`src/rtl/hif_irq_pkg.sv`:
```
package hif_irq_pkg;
  localparam int unsigned REG_W = 32;

  localparam int unsigned B_SOFT   = 31;
  localparam int unsigned B_READY  = 30;
  localparam int unsigned B_TS     = 29;
  localparam int unsigned B_FABRIC = 28;
  localparam int unsigned B_PHY2   = 27;
  localparam int unsigned B_PHY1   = 26;
  localparam int unsigned B_TXSTOP = 25;
  localparam int unsigned B_RXSTOP = 24;
  localparam int unsigned B_DROPH  = 23;
  localparam int unsigned B_TXIOC  = 21;
  localparam int unsigned B_RXDMA  = 20;

  // Bits software clears by writing one.
  localparam logic [REG_W-1:0] STICKY_MASK = 32'hC3B0_0000;
  // Bits that mirror sub-unit levels.
  localparam logic [REG_W-1:0] LIVE_MASK   = 32'h3C00_0000;
  // Every implemented bit.
  localparam logic [REG_W-1:0] IMPL_MASK   = STICKY_MASK | LIVE_MASK;
endpackage

```
`src/rtl/irq_rise_det.sv`:
```
module irq_rise_det #(
  parameter int unsigned W = 3
) (
  input  logic         clk,
  input  logic         rst_q,
  input  logic [W-1:0] lvl_i,
  output logic [W-1:0] rise_o
);
  logic [W-1:0] prev_q;

  for (genvar i = 0; i < W; i++) begin : g_lane
    always_ff @(posedge clk or negedge rst_q) begin
      if (!rst_q) prev_q[i] <= 1'b0;
      else        prev_q[i] <= lvl_i[i];
    end
    assign rise_o[i] = lvl_i[i] & ~prev_q[i];
  end
endmodule

```
`src/rtl/irq_half_cross.sv`:
```
module irq_half_cross #(
  parameter int unsigned W = 32
) (
  input  logic         clk,
  input  logic         rst_q,
  input  logic [W-1:0] cnt_i,
  output logic         cross_o
);
  localparam logic [W-1:0] MID   = {1'b1, {(W-1){1'b0}}};
  localparam logic [W-1:0] BELOW = {1'b0, {(W-1){1'b1}}};

  logic [W-1:0] prev_q;

  always_ff @(posedge clk or negedge rst_q) begin
    if (!rst_q) prev_q <= '0;
    else        prev_q <= cnt_i;
  end

  assign cross_o = (prev_q == BELOW) && (cnt_i == MID);
endmodule

```
`src/rtl/irq_w1c_bank.sv`:
```
module irq_w1c_bank #(
  parameter int unsigned    W    = 32,
  parameter logic [W-1:0]   MASK = '1
) (
  input  logic         clk,
  input  logic         rst_q,
  input  logic [W-1:0] set_i,
  input  logic [W-1:0] clr_i,
  output logic [W-1:0] st_o
);
  logic [W-1:0] st_q;
  logic [W-1:0] st_d;
  logic [W-1:0] en;

  for (genvar i = 0; i < W; i++) begin : g_bit
    always_comb begin
      en[i]   = (set_i[i] | clr_i[i]) & MASK[i];
      st_d[i] = set_i[i];
    end
    always_ff @(posedge clk or negedge rst_q) begin
      if (!rst_q)     st_q[i] <= 1'b0;
      else if (en[i]) st_q[i] <= st_d[i];
    end
  end

  assign st_o = st_q;
endmodule

```
`src/rtl/hif_irq_status.sv`:
```
module hif_irq_status
  import hif_irq_pkg::*;
#(
  parameter int unsigned        ADDR_W   = 12,
  parameter logic [ADDR_W-1:0]  REG_ADDR = 'h058,
  parameter int unsigned        DROP_W   = 32
) (
  input  logic              clk,
  input  logic              rst_n,
  input  logic              wr_en,
  input  logic [ADDR_W-1:0] wr_addr,
  input  logic [31:0]       wr_data,
  input  logic              rd_en,
  input  logic [ADDR_W-1:0] rd_addr,
  output logic [31:0]       rd_data,
  input  logic [31:0]       irq_mask,
  input  logic              soft_set,
  input  logic              dev_ready,
  input  logic              tx_stop_req,
  input  logic              tx_halted,
  input  logic              rx_halted,
  input  logic              tx_ioc,
  input  logic              rx_dma_done,
  input  logic [DROP_W-1:0] drop_cnt,
  input  logic              ts_pend,
  input  logic              fabric_pend,
  input  logic [1:0]        phy_pend,
  output logic              irq
);
  localparam int unsigned N_LVL = 3;

  // Reset: asserted asynchronously, released on the clock.
  logic [1:0] rst_pipe;
  logic       rst_q;

  always_ff @(posedge clk or negedge rst_n) begin
    if (!rst_n) rst_pipe <= 2'b00;
    else        rst_pipe <= {rst_pipe[0], 1'b1};
  end
  assign rst_q = rst_pipe[1];

  // Level sources that raise an event on their rising edge.
  logic [N_LVL-1:0] lvl;
  logic [N_LVL-1:0] rise;

  assign lvl = {rx_halted, tx_stop_req & tx_halted, dev_ready};

  irq_rise_det #(.W(N_LVL)) u_rise (
    .clk    (clk),
    .rst_q  (rst_q),
    .lvl_i  (lvl),
    .rise_o (rise)
  );

  logic drop_half;

  irq_half_cross #(.W(DROP_W)) u_half (
    .clk     (clk),
    .rst_q   (rst_q),
    .cnt_i   (drop_cnt),
    .cross_o (drop_half)
  );

  // Set and clear vectors for the sticky bank.
  logic        wr_hit;
  logic        rd_hit;
  logic [31:0] set_vec;
  logic [31:0] clr_vec;
  logic [31:0] sticky;
  logic [31:0] live;
  logic [31:0] view;

  assign wr_hit = wr_en && (wr_addr == REG_ADDR);
  assign rd_hit = rd_addr == REG_ADDR;

  always_comb begin
    set_vec           = '0;
    set_vec[B_SOFT]   = soft_set;
    set_vec[B_READY]  = rise[0];
    set_vec[B_TXSTOP] = rise[1];
    set_vec[B_RXSTOP] = rise[2];
    set_vec[B_DROPH]  = drop_half;
    set_vec[B_TXIOC]  = tx_ioc;
    set_vec[B_RXDMA]  = rx_dma_done;
  end

  always_comb begin
    clr_vec = '0;
    if (wr_hit) clr_vec = wr_data & STICKY_MASK;
  end

  irq_w1c_bank #(.W(REG_W), .MASK(STICKY_MASK)) u_bank (
    .clk   (clk),
    .rst_q (rst_q),
    .set_i (set_vec),
    .clr_i (clr_vec),
    .st_o  (sticky)
  );

  always_comb begin
    live           = '0;
    live[B_TS]     = ts_pend;
    live[B_FABRIC] = fabric_pend;
    live[B_PHY2]   = phy_pend[1];
    live[B_PHY1]   = phy_pend[0];
  end

  assign view = (sticky | live) & IMPL_MASK;

  // Output registers.
  logic [31:0] rd_d;
  logic        irq_d;

  always_comb begin
    rd_d  = (rd_en && rd_hit) ? view : '0;
    irq_d = |(view & irq_mask);
  end

  always_ff @(posedge clk or negedge rst_q) begin
    if (!rst_q) begin
      rd_data <= '0;
      irq     <= 1'b0;
    end else begin
      rd_data <= rd_d;
      irq     <= irq_d;
    end
  end
endmodule

```
`config.mk`:
```
export PLATFORM = sky130hd
export DESIGN_NAME = hif_irq_status
export DESIGN_NICKNAME = d
export VERILOG_FILES = /design/src/rtl/hif_irq_pkg.sv /design/src/rtl/irq_rise_det.sv /design/src/rtl/irq_half_cross.sv /design/src/rtl/irq_w1c_bank.sv /design/src/rtl/hif_irq_status.sv
export SDC_FILE = /design/constraint.sdc
export NUM_CORES = 1
export LEC_CHECK = 0
export ABC_CLOCK_PERIOD_IN_PS = 2700
export BUFFER_PORTS_ARGS = -buffer_cell sky130_fd_sc_hd__buf_2
export CORE_MARGIN = 5
export CORE_UTILIZATION = 41
export CTS_CLUSTER_SIZE = 8
export DETAILED_ROUTE_END_ITERATION = 10
export GPL_ROUTABILITY_DRIVEN = 1
export PLACE_DENSITY = 0.82
export RECOVER_POWER = 25
export SKIP_LAST_GASP = 1
export SLEW_MARGIN = 20
export SYNTH_ARGS = -nofsm -noshare
export SYNTH_HDL_FRONTEND = slang
export SYNTH_SLANG_ARGS = --single-unit
```
`constraint.sdc`:
```
create_clock -name clk -period 2.7 [get_ports clk]
set_clock_uncertainty 0.1 [all_clocks]
set_input_delay 0.135 -clock clk [delete_from_list [all_inputs] [get_ports clk]]
set_output_delay 0.135 -clock clk [all_outputs]
set_load 0.01 [all_outputs]
```
==> impl_metrics.json, run 1 <==
{
  "critPathKind": "flop to flop",
  "initial_utilization_pct": 42.37,
  "cts_root_buffer": "sky130_fd_sc_hd__clkbuf_8",
  "chipWidth_um": 80.10,
  "num_vias": 1675,
  "area_growth_syn_to_layout_pct": 53.35,
  "yosys_register_bits": 56,
  "grt.overflow.total": 0,
  "wirelength_um": 5433,
  "setup_violations_final": 0,
  "number_of_unique_standard_cell_types_used_by_synthesis": 25,
  "clkSlewWorstSetupHoldPaths_ps": 90,
  "synth_top_area_share_pct": 69.57,
  "drt_pass1_iterations": 5,
  "chipHeight_um": 80.10,
  "layout.cells.non_filler": 371,
  "endpoint_kind": "flop",
  "clock_path_buffers": 2,
  "netlist_area_mm2": 0.002014,
  "die_area_mm2": 0.006415,
  "cts_made_buffers": 5,
  "cp_data_arrival_time_ps": 2210,
  "number_of_port_buffers": 100,
  "grt_util_all_layers_pct": 17.66,
  "synth-xor-area-share_pct": 0,
  "routabilityCongestion": 0.7684,
  "r2r_cells": 4,
  "synth-compound-area-share_pct": 5.155,
  "rsz0062_at_grt": "false",
  "crit_path_start_kind": "flop",
  "cts-resized-gates": 0,
  "final_area_mm2": 0.003089,
  "synth_largest_area_cell": "sky130_fd_sc_hd__dfrtp_1",
  "number_of_instances_in_the_synthesized_netlist": 147,
  "synth_sequential_area_ratio_pct": 69.57,
  "design.final.nets": 437,
  "power.static_leakage_nw": 1.483,
  "crit_required_ps": 2790,
  "power.ir.vdd_worst_v": 0.0002741,
  "core_area_mm2": 0.004755,
  "biggest_area_contributors_in_the_synthesized_netlist": "sky130_fd_sc_hd__dfrtp_1 70%, sky130_fd_sc_hd__buf_4 7.8%, sky130_fd_sc_hd__and2_1 3.7%",
  "drcViolationCount": 0,
  "layout-drive-gt1-share_pct": 31.02,
  "finalHoldViolations": 0,
  "synthAdderAreaFrac_pct": 0,
  "drtIter0Drc": 44,
  "cpLargestDelayFamily": "buffers and inverters",
  "setup.reg_to_reg.worst_slack_ps": 590,
  "slowest_stage": "sky130_fd_sc_hd__dlygate4sd3_1",
  "dpl-instance-area_mm2": 0.002516,
  "detailed_placer_s_ending_hpwl_um": 3841,
  "max_freq_mhz": 473.2,
  "postCtsSetupRepairBufs": 0,
  "min_delay_path_depth": 3,
  "hold_ws_ps": 14.76,
  "cts_sinks": 56,
  "slowest_delay_ps": 580,
  "timing.critical_path.cells": "a222oi_1 > dlygate4sd3_1 > nand3_1 > dlygate4sd3_1",
  "synthSimpleGateAreaFrac_pct": 16.09,
  "hold_end": "u_bank.st_o[30]$_DFFE_PN0P_",
  "synth.mux.area_fraction_pct": 0,
  "worstPathBufferInverterCount": 2,
  "hold_path_startpoint": "wr_data[30]",
  "grt_pass1_wl_um": 8404,
  "antenna_found_initial": 0,
  "power-per-cell-area_mw_per_mm2": 481.2,
  "viasPerCell": 4.515,
  "worstHoldPathType": "input port to flop",
  "post-route-util_pct": 64.97,
  "worst-path-max-fanout": 3,
  "cts_htree_levels": 2,
  "status": "finished clean",
  "clock_network_latency_to_the_later_pin_of_the_worst_skew_pair_ps": 310,
  "average_detailed_routed_wire_length_per_instance_um": 14.64,
  "grt_max_degree": 38,
  "cts_tree": "done",
  "synth_top_family_by_area": "simple AND/OR/NAND/NOR gates",
  "cpMostUsedCell": "sky130_fd_sc_hd__dlygate4sd3_1",
  "r2r-end": "irq$_DFF_PN0_",
  "post-route-min-period_ps": 2113,
  "floorplan.io_pins": 168,
  "worst_pin_slew_ps": 708.0,
  "numPlacedInstances": 312,
  "number_of_global_route_vias_before_repair": 1846,
  "count_of_standard_cell_rows": 25,
  "yosysWarningCount": 0,
  "timing.final.max_slew_violations": 0,
  "finalCritPeriodShare_pct": 78.26,
  "antenna_violating_nets_post_route": 0,
  "fin_setup_tns_ps": 0,
  "syn-mean-instance-area_um2": 13.70,
  "timing.rr.start": "u_bank.st_o[24]$_DFFE_PN0P_",
  "cap_viol_max_count": 0,
  "worst_slew_margin_rel_pct": 52.80
}
[metal layers]
metal | vias to the layer above | GRT usage, % | share of wire, %
met5 | - | 0 | 0
met3 | 12 | 3.812 | 6.2
met4 | 0 | 8.277 | 2.4
met1 | 795 | 19.47 | 36
li1 | 789 | - | -
met2 | 79 | 32.04 | 55
[worst min-delay path: stages]
cell                      delay [ps]
sky130_fd_sc_hd__buf_2           100
sky130_fd_sc_hd__nand2_1          50
sky130_fd_sc_hd__a22o_1          110
[cell usage in the layout (no fill, tap or decap)]
cell                            Yosys  final
sky130_fd_sc_hd__nor4_1             8      8
sky130_fd_sc_hd__clkinvlp_4         0      1
sky130_fd_sc_hd__nand3_1            1      1
sky130_fd_sc_hd__and4b_1            2      2
sky130_fd_sc_hd__and2_1            12     12
sky130_fd_sc_hd__a222oi_1           1      1
sky130_fd_sc_hd__clkbuf_2           1      1
sky130_fd_sc_hd__nor3_1             2      2
sky130_fd_sc_hd__a21o_1             3      3
sky130_fd_sc_hd__inv_1              3      3
sky130_fd_sc_hd__buf_4             21      1
sky130_fd_sc_hd__nor2_1             2      2
sky130_fd_sc_hd__diode_2            0      1
sky130_fd_sc_hd__buf_2              0     85
sky130_fd_sc_hd__a221oi_1           2      2
sky130_fd_sc_hd__clkinv_4           0      1
sky130_fd_sc_hd__nor4b_1            2      2
sky130_fd_sc_hd__nand4bb_1          1      1
sky130_fd_sc_hd__nand4b_1           2      2
sky130_fd_sc_hd__or4_1              1      1
sky130_fd_sc_hd__and4_1             1      1
sky130_fd_sc_hd__nand4_1            7      7
sky130_fd_sc_hd__a32o_1             1      1
sky130_fd_sc_hd__dfrtp_1           56     56
sky130_fd_sc_hd__dlygate4sd3_1      0     50
sky130_fd_sc_hd__clkbuf_8           0      5
sky130_fd_sc_hd__clkbuf_1           1     15
sky130_fd_sc_hd__conb_1             2     22
sky130_fd_sc_hd__nor4bb_1           2      2
sky130_fd_sc_hd__a22o_1             5      5
sky130_fd_sc_hd__nand2_1            8      8
[stage by stage]
step / power [mW] / setup slack [ps]
after floorplan: 0.9480 / 925.5
after global routing: 1.559 / 500.0
after detailed placement: 1.007 / 1220
final: 1.486 / 586.9
after global placement: 1.002 / 1262
after CTS: 1.507 / 578.2
[cells by family (layout without fill, tap and decap cells)]
family	Yosys count	in the layout
compound gates	12	12
simple gates	51	51
flops	56	56
buf+inv	26	162
other cells	2	23
[flip-flops by register name (all words and copies together), names as in the netlist]
| register | count |
|---|---|
| irq | 1 |
| rst_pipe | 2 |
| u_rise.prev_q | 3 |
| u_bank.st_o | 7 |
| rd_data | 11 |
| u_half.prev_q | 32 |
[layout make-up]
class	instances	area, um2
well taps	67	83.83
fillers	386	1665
multi-input cells	85	510.5
repair buffers	151	991.0
inverters	3	11.26
clock buffers	6	72.57
diodes	1	2.502
clock inverters	2	16.27
flip-flops and latches	56	1401
[worst max path at each step]
stage                                 from                           to  slack, ps  cells past startpoint
2_1_floorplan        rst_pipe[1]$_DFF_PN0_                irq$_DFF_PN0_        930                      0
3_3_place_gp                  drop_cnt[14]  u_bank.st_o[23]$_DFFE_PN0P_       1260                      4
3_5_place_dp                    wr_addr[7]  u_bank.st_o[23]$_DFFE_PN0P_       1220                      5
4_1_cts        u_bank.st_o[24]$_DFFE_PN0P_                irq$_DFF_PN0_        580                      4
5_1_grt        u_bank.st_o[24]$_DFFE_PN0P_                irq$_DFF_PN0_        500                      4
6_report       u_bank.st_o[24]$_DFFE_PN0P_                irq$_DFF_PN0_        590                      4
[cell usage after synthesis]
cell type	n
sky130_fd_sc_hd__nand4b_1	2
sky130_fd_sc_hd__a221oi_1	2
sky130_fd_sc_hd__nor2_1	2
sky130_fd_sc_hd__nand4bb_1	1
sky130_fd_sc_hd__or4_1	1
sky130_fd_sc_hd__a222oi_1	1
sky130_fd_sc_hd__inv_1	3
sky130_fd_sc_hd__a22o_1	5
sky130_fd_sc_hd__clkbuf_2	1
sky130_fd_sc_hd__dfrtp_1	56
sky130_fd_sc_hd__conb_1	2
sky130_fd_sc_hd__nor3_1	2
sky130_fd_sc_hd__and4_1	1
sky130_fd_sc_hd__and2_1	12
sky130_fd_sc_hd__a32o_1	1
sky130_fd_sc_hd__clkbuf_1	1
sky130_fd_sc_hd__nand4_1	7
sky130_fd_sc_hd__a21o_1	3
sky130_fd_sc_hd__nor4_1	8
sky130_fd_sc_hd__nand3_1	1
sky130_fd_sc_hd__nand2_1	8
sky130_fd_sc_hd__nor4b_1	2
sky130_fd_sc_hd__and4b_1	2
sky130_fd_sc_hd__buf_4	21
sky130_fd_sc_hd__nor4bb_1	2
[report_power, final]
part | switching (mW) | leakage [nW] | internal [mW]
logic | 0.0653 | 0.780 | 0.0959
clock network | 0.261 | 0.0414 | 0.185
registers | 0.0138 | 0.661 | 0.866
total | 0.340 | 1.48 | 1.15
[repair_timing]
item,CTS,global route
hold buffers,50,0
setup endpoints to repair,0,0
hold endpoints to repair,47,0
(Power assumes the default switching activity.)
==> inputs of run 2 (changes only) <==
ABC_AREA = 1   (was unset)
ABC_CLOCK_PERIOD_IN_PS = 1800   (was 2700)
CORE_UTILIZATION = 36   (was 41)
PLACE_DENSITY = 0.73   (was 0.82)
clock period = 1.8 ns   (was 2.7 ns; I/O delays follow)
==> run 2 against run 1 <==
  * Die area is 25% higher
  * Clock power is 81% higher
  * Area after synthesis is 13% higher
  * Wire length is 0.85% higher
  * Sequential share of layout area is 4.4 points lower
  * Cell count is 26% higher
==> impl_metrics.json, run 2 <==
{
  "cp_data_arrival_time_ps": 1690,
  "cts_made_buffers": 5,
  "grt_util_all_layers_pct": 14.19,
  "setup_violations_final": 0,
  "endpoint_kind": "flop",
  "die_area_mm2": 0.008040,
  "timing.final.max_slew_violations": 0,
  "num_vias": 1992,
  "synth_top_area_share_pct": 61.34,
  "cap_viol_max_count": 0,
  "clock_power_share_pct": 33.6,
  "setup.reg_to_reg.worst_slack_ps": 210,
  "yosys_register_bits": 56,
  "worst-path-max-fanout": 2,
  "timing.rr.start": "u_bank.st_o[21]$_DFFE_PN0P_",
  "status": "finished clean",
  "critical_path.endpoint": "irq$_DFF_PN0_",
  "cts_tree": "done",
  "critPathKind": "input port to flop",
  "average_detailed_routed_wire_length_per_instance_um": 11.76,
  "finalCritPeriodShare_pct": 89.28,
  "core_area_mm2": 0.006277,
  "synth_edf_count": 0,
  "commonest_cells_after_routing_fill_and_taps_aside": "75 x sky130_fd_sc_hd__buf_2, 57 x sky130_fd_sc_hd__nand2_1, 55 x sky130_fd_sc_hd__dfrtp_1, 54 x sky130_fd_sc_hd__dlygate4sd3_1, 32 x sky130_fd_sc_hd__nor2_1",
  "antenna_cells_inserted": 0,
  "synth_sequential_area_ratio_pct": 61.34,
  "routabilityCongestion": 0.7226,
  "drcViolationCount": 0,
  "design_power_total_mw": 2.399,
  "pwr-share-comb_pct": 11.8,
  "synth-compound-area-share_pct": 0,
  "r2r_cells": 5,
  "power.share.switching_pct": 22.14,
  "syn-mean-instance-area_um2": 10.06,
  "registers.top_by_ff_count": "u_half.prev_q",
  "grt.overflow.total": 0,
  "critPathLaunch": "phy_pend[1]",
  "cts_sinks": 56,
  "synth.mux.area_fraction_pct": 0,
  "synth_largest_area_cell": "sky130_fd_sc_hd__dfrtp_1",
  "biggest_area_contributors_in_the_synthesized_netlist": "sky130_fd_sc_hd__dfrtp_1 61%, sky130_fd_sc_hd__nand2_1 9.4%, sky130_fd_sc_hd__buf_4 6.9%",
  "floorplan.io_pins": 168,
  "count_of_standard_cell_rows": 29,
  "rsz0062_at_grt": "false",
  "synthSimpleGateAreaFrac_pct": 26.78,
  "finalHoldViolations": 0,
  "netlist_area_mm2": 0.002285,
  "asyncSetResetFlopFracSynth_pct": 100.0,
  "crit_path_start_kind": "input port",
  "cts_root_buffer": "sky130_fd_sc_hd__clkbuf_8",
  "sequentialPowerShare_pct": 54.6,
  "design.final.nets": 523,
  "power.static_leakage_nw": 1.729,
  "chipHeight_um": 89.67,
  "synthAdderAreaFrac_pct": 0,
  "clock_network_latency_to_the_later_pin_of_the_worst_skew_pair_ps": 300,
  "power.ir.vdd_worst_v": 0.0003410,
  "internal-power_mw": 1.868,
  "number_of_global_route_vias_before_repair": 2048,
  "ys.flop_type": "sky130_fd_sc_hd__dfrtp_1",
  "antenna_found_initial": 0,
  "post-route-util_pct": 54.61,
  "worstHoldPathType": "input port to flop",
  "number_of_port_buffers": 100,
  "viasPerCell": 4.275,
  "initial_utilization_pct": 36.40,
  "layout-drive-gt1-share_pct": 26.48,
  "synth-xor-area-share_pct": 0,
  "clkSlewWorstSetupHoldPaths_ps": 100,
  "grt_max_degree": 29,
  "synth_top_family_by_area": "simple AND/OR/NAND/NOR gates",
  "post-route-min-period_ps": 1607,
  "fin_setup_tns_ps": 0,
  "number_of_instances_in_the_synthesized_netlist": 227,
  "power-per-cell-area_mw_per_mm2": 699.7,
  "power.net_switching_mw": 0.5310,
  "wirelength_um": 5479,
  "area_growth_syn_to_layout_pct": 50.05,
  "detailed_placer_s_ending_hpwl_um": 3819,
  "grt_pass1_wl_um": 8756,
  "largest_reg_flops": 32,
  "nFillCells": 570,
  "crit_required_ps": 1880,
  "number_of_unique_standard_cell_types_used_by_synthesis": 17,
  "chipWidth_um": 89.67,
  "max_freq_mhz": 622.2,
  "drtIter0Drc": 72,
  "cts_htree_levels": 2,
  "r2r-end": "irq$_DFF_PN0_",
  "synthMostInstantiatedCell": "sky130_fd_sc_hd__nand2_1",
  "drt_pass1_iterations": 4,
  "hold_ws_ps": 12.79,
  "synth_common_cells": "57 x sky130_fd_sc_hd__nand2_1, 56 x sky130_fd_sc_hd__dfrtp_1, 32 x sky130_fd_sc_hd__nor2_1",
  "mostFrequentLayoutCell": "sky130_fd_sc_hd__buf_2",
  "antenna_violating_nets_post_route": 0,
  "clock_path_buffers": 2,
  "yosysWarningCount": 0
}
[run 2: changes by cell type after synthesis, sizes merged, moves of 5 or more]
| cell | before | now |
|---|---|---|
| a22o | 5 | 0 |
| nand3 | 1 | 8 |
| and2 | 12 | 0 |
| nand2 | 8 | 57 |
| nor3b | 0 | 12 |
| nor4 | 8 | 0 |
| inv | 3 | 24 |
| nor2 | 2 | 34 |
[run 2: power groups by stage]
stage	logic (mW)	clock network [mW]	registers, mW
after global routing	0.321	0.887	1.31
after floorplan	0.0997	0	1.35
final	0.283	0.806	1.31
after detailed placement	0.204	0	1.34
after global placement	0.197	0	1.33
after CTS	0.287	0.838	1.31
[run 2: what timing repair did]
action	4_1_cts	5_1_grt
setup buffers	0	0
hold buffers	54	0
gates resized for setup	0	0
hold endpoints to repair	49	0
[run 2: layout make-up]
type / count / area, um2 / share of cell area, %
flip-flops and latches: 56 / 1403 / 40.91
repair buffers: 157 / 1033 / 30.15
multi-input cells: 144 / 694.4 / 20.26
well taps: 77 / 96.34 / 2.810
inverters: 24 / 90.09 / 2.628
clock buffers: 5 / 68.82 / 2.007
clock inverters: 3 / 42.54 / 1.241
[run 2: worst min path at each step]
| stage | start | slack [ps] | depth (start not counted) | to |
|---|---|---|---|---|
| after floorplan | rst_n | -310 | 0 | rst_pipe[0]$_DFF_PN0_ |
| after global placement | rst_n | -220 | 1 | rst_pipe[0]$_DFF_PN0_ |
| after detailed placement | rst_n | -220 | 1 | rst_pipe[0]$_DFF_PN0_ |
| after CTS | tx_halted | 6 | 4 | u_bank.st_o[25]$_DFFE_PN0P_ |
| after global routing | tx_halted | 30 | 4 | u_bank.st_o[25]$_DFFE_PN0P_ |
| final | tx_halted | 10 | 4 | u_bank.st_o[25]$_DFFE_PN0P_ |
[run 2: kinds of logic (layout without fill, tap and decap cells)]
kind of cell / Yosys count / count (layout)
buf+inv: 47 / 189
flops: 56 / 56
simple gates: 122 / 122
other cells: 2 / 22
[run 2: stage by stage]
stage,worst slack [ps],std cells,area (um2)
after floorplan,25.53,247,2360
after global placement,547.1,404,2806
after detailed placement,518.5,404,2806
after CTS,228.0,466,3458
after global routing,80.17,466,3428
final,192.9,466,3428
[run 2: routing by layer]
| layer | vias to the layer above | wire length (um) | GRT usage [%] |
|---|---|---|---|
| li1 | 974 | - | - |
| met2 | 79 | 3001 | 25.93 |
| met3 | 17 | 384 | 3.650 |
| met5 | - | 0 | 0 |
| met1 | 922 | 1933 | 15.40 |
| met4 | 0 | 159 | 6.089 |
[run 2: critical path: stages]
cell                            delay [ps]
sky130_fd_sc_hd__dlygate4sd3_1         540
sky130_fd_sc_hd__buf_2                 130
sky130_fd_sc_hd__nand2_1                50
sky130_fd_sc_hd__nand4_1               110
sky130_fd_sc_hd__nor2_1                110
sky130_fd_sc_hd__nand4_1                80
sky130_fd_sc_hd__dlygate4sd3_1         580
==> inputs of run 3 (changes only) <==
CORE_MARGIN = 3   (was 5)
HOLD_SLACK_MARGIN = 0.08   (was unset)
==> run 3 against run 2 <==
  * Final area is 1.1% lower
  * Global-route usage is 1.4 points higher
  * Combinational power hardly changed
  * Sequential power hardly changed
  * Via count is 2.7% lower
  * Core utilization is 1.7 points higher
  * First-iteration DRC count is 68% lower
  * Register-to-register slack worse by 20 ps
==> impl_metrics.json, run 3 (synthesis gave the netlist of run 2 again) <==
{
  "design.final.nets": 522,
  "clkSlewWorstSetupHoldPaths_ps": 90,
  "postCtsSetupRepairBufs": 0,
  "layout.cells.non_filler": 463,
  "core_area_mm2": 0.006026,
  "drtIter0Drc": 23,
  "worst_slew_margin_rel_pct": 21.63,
  "clock_network_latency_to_the_later_pin_of_the_worst_skew_pair_ps": 300,
  "cts_tree": "done",
  "drcViolationCount": 0,
  "timing.final.max_slew_violations": 0,
  "antenna_found_initial": 0,
  "average_detailed_routed_wire_length_per_instance_um": 12.18,
  "die_area_mm2": 0.007338,
  "max_freq_mhz": 607.1,
  "power-per-cell-area_mw_per_mm2": 659.6,
  "nFillCells": 536,
  "number_of_global_route_vias_before_repair": 2023,
  "area_growth_syn_to_layout_pct": 48.41,
  "power.ir.vdd_worst_v": 0.0003701,
  "grt_max_degree": 55,
  "routabilityCongestion": 0.7337,
  "cap_viol_max_count": 0,
  "floorplan.io_pins": 168,
  "crit_path_start_kind": "input port",
  "chipWidth_um": 85.67,
  "rsz0062_at_grt": "false",
  "setup_violations_final": 0,
  "critPathKind": "input port to flop",
  "fin_setup_tns_ps": 0,
  "cts_sinks": 56,
  "wirelength_um": 5641,
  "power.static_leakage_nw": 1.722,
  "cp_data_arrival_time_ps": 1730,
  "number_of_port_buffers": 100,
  "initial_utilization_pct": 37.92,
  "antenna_violating_nets_post_route": 0,
  "post-route-min-period_ps": 1647,
  "endpoint_kind": "flop",
  "chipHeight_um": 85.67,
  "crit_required_ps": 1890,
  "grt_pass1_wl_um": 8845,
  "finalCritPeriodShare_pct": 91.52,
  "detailed_placer_s_ending_hpwl_um": 3652,
  "post-route-util_pct": 56.27,
  "status": "finished clean",
  "cts_htree_levels": 2,
  "design_power_total_mw": 2.237,
  "viasPerCell": 4.188,
  "cts_root_buffer": "sky130_fd_sc_hd__clkbuf_8",
  "commonest_cells_after_routing_fill_and_taps_aside": "81 x sky130_fd_sc_hd__buf_2, 57 x sky130_fd_sc_hd__nand2_1, 55 x sky130_fd_sc_hd__dfrtp_1, 54 x sky130_fd_sc_hd__dlygate4sd3_1, 32 x sky130_fd_sc_hd__nor2_1",
  "clock_path_buffers": 2,
  "cts_made_buffers": 5,
  "antenna_cells_inserted": 0,
  "layout-drive-gt1-share_pct": 26.80,
  "mostFrequentLayoutCell": "sky130_fd_sc_hd__buf_2",
  "numPlacedInstances": 401,
  "num_vias": 1939,
  "registers.top_by_ff_count": "u_half.prev_q",
  "hold_ws_ps": 127.9,
  "grt_util_all_layers_pct": 15.64,
  "drt_pass1_iterations": 4,
  "largest_reg_flops": 32,
  "worst-path-max-fanout": 2,
  "count_of_standard_cell_rows": 28,
  "finalHoldViolations": 0,
  "grt.overflow.total": 0,
  "worstHoldPathType": "input port to flop",
  "worst_pin_slew_ps": 1176
}
==> run 3: cell types whose count changed in the layout (fill, tap and decap cells not counted) <==
cell	delta
sky130_fd_sc_hd__buf_2	+6
sky130_fd_sc_hd__bufinv_16	-1
sky130_fd_sc_hd__clkbuf_1	-2
sky130_fd_sc_hd__clkinvlp_4	-1
sky130_fd_sc_hd__buf_4	-2
sky130_fd_sc_hd__clkbuf_2	-1
==> run 3: final cells by class <==
type | count | area (um2) | area share, %
Inverter | 24 | 90.09 | 2.657
Timing Repair Buffer | 156 | 1028 | 30.33
Sequential cell | 56 | 1403 | 41.37
Clock inverter | 1 | 5.005 | 0.1476
Multi-Input combinational cell | 144 | 694.4 | 20.48
Tap cell | 75 | 93.84 | 2.768
Clock buffer | 7 | 76.32 | 2.251
==> run 3: timing repair <==
action                                 CTS  global route
endpoints found under the hold margin   49             0
resized for setup                        0             0
hold buffers                            54             0
==> run 3: critical path, cell delays in order <==
cell,delay (ps)
sky130_fd_sc_hd__dlygate4sd3_1,550
sky130_fd_sc_hd__buf_2,130
sky130_fd_sc_hd__nand2_1,50
sky130_fd_sc_hd__nand4_1,110
sky130_fd_sc_hd__nor2_1,130
sky130_fd_sc_hd__nand4_1,100
sky130_fd_sc_hd__dlygate4sd3_1,570
==> run 3: power breakdown <==
part	internal [mW]	leakage, nW	switching [mW]
sequential	1.30	0.660	0.0119
combinational	0.156	1.02	0.129
clock	0.274	0.0422	0.367
==> run 3: path summary, 6_finish.rpt <==
path / startpoint / end / slack, ps / cells after the start
max: phy_pend[1] / irq$_DFF_PN0_ / 150 / 7
max in group asynchronous: rst_pipe[1]$_DFF_PN0_ / u_half.prev_q[0]$_DFF_PN0_ / 380 / 1
min in group asynchronous: rst_pipe[1]$_DFF_PN0_ / u_half.prev_q[1]$_DFF_PN0_ / 500 / 1
max reg2reg: u_bank.st_o[25]$_DFFE_PN0P_ / irq$_DFF_PN0_ / 190 / 5
min reg2reg: rst_pipe[0]$_DFF_PN0_ / rst_pipe[1]$_DFF_PN0_ / 270 / 0
min: wr_addr[5] / u_bank.st_o[24]$_DFFE_PN0P_ / 130 / 6
==> run 3: stage by stage <==
step	area (um2)	setup WS, ps
finish	3391	152.7
global route	3391	73.25
CTS	3431	224.3
detailed placement	2809	537.9
global placement	2809	540.6
floorplan	2360	25.53
==> run 3: layer usage <==
metal | part of all wire, % | track usage (%)
met5 | 0 | 0
met4 | 0.41 | 3.885
met1 | 37 | 16.08
met2 | 57 | 30.93
met3 | 5.5 | 4.131
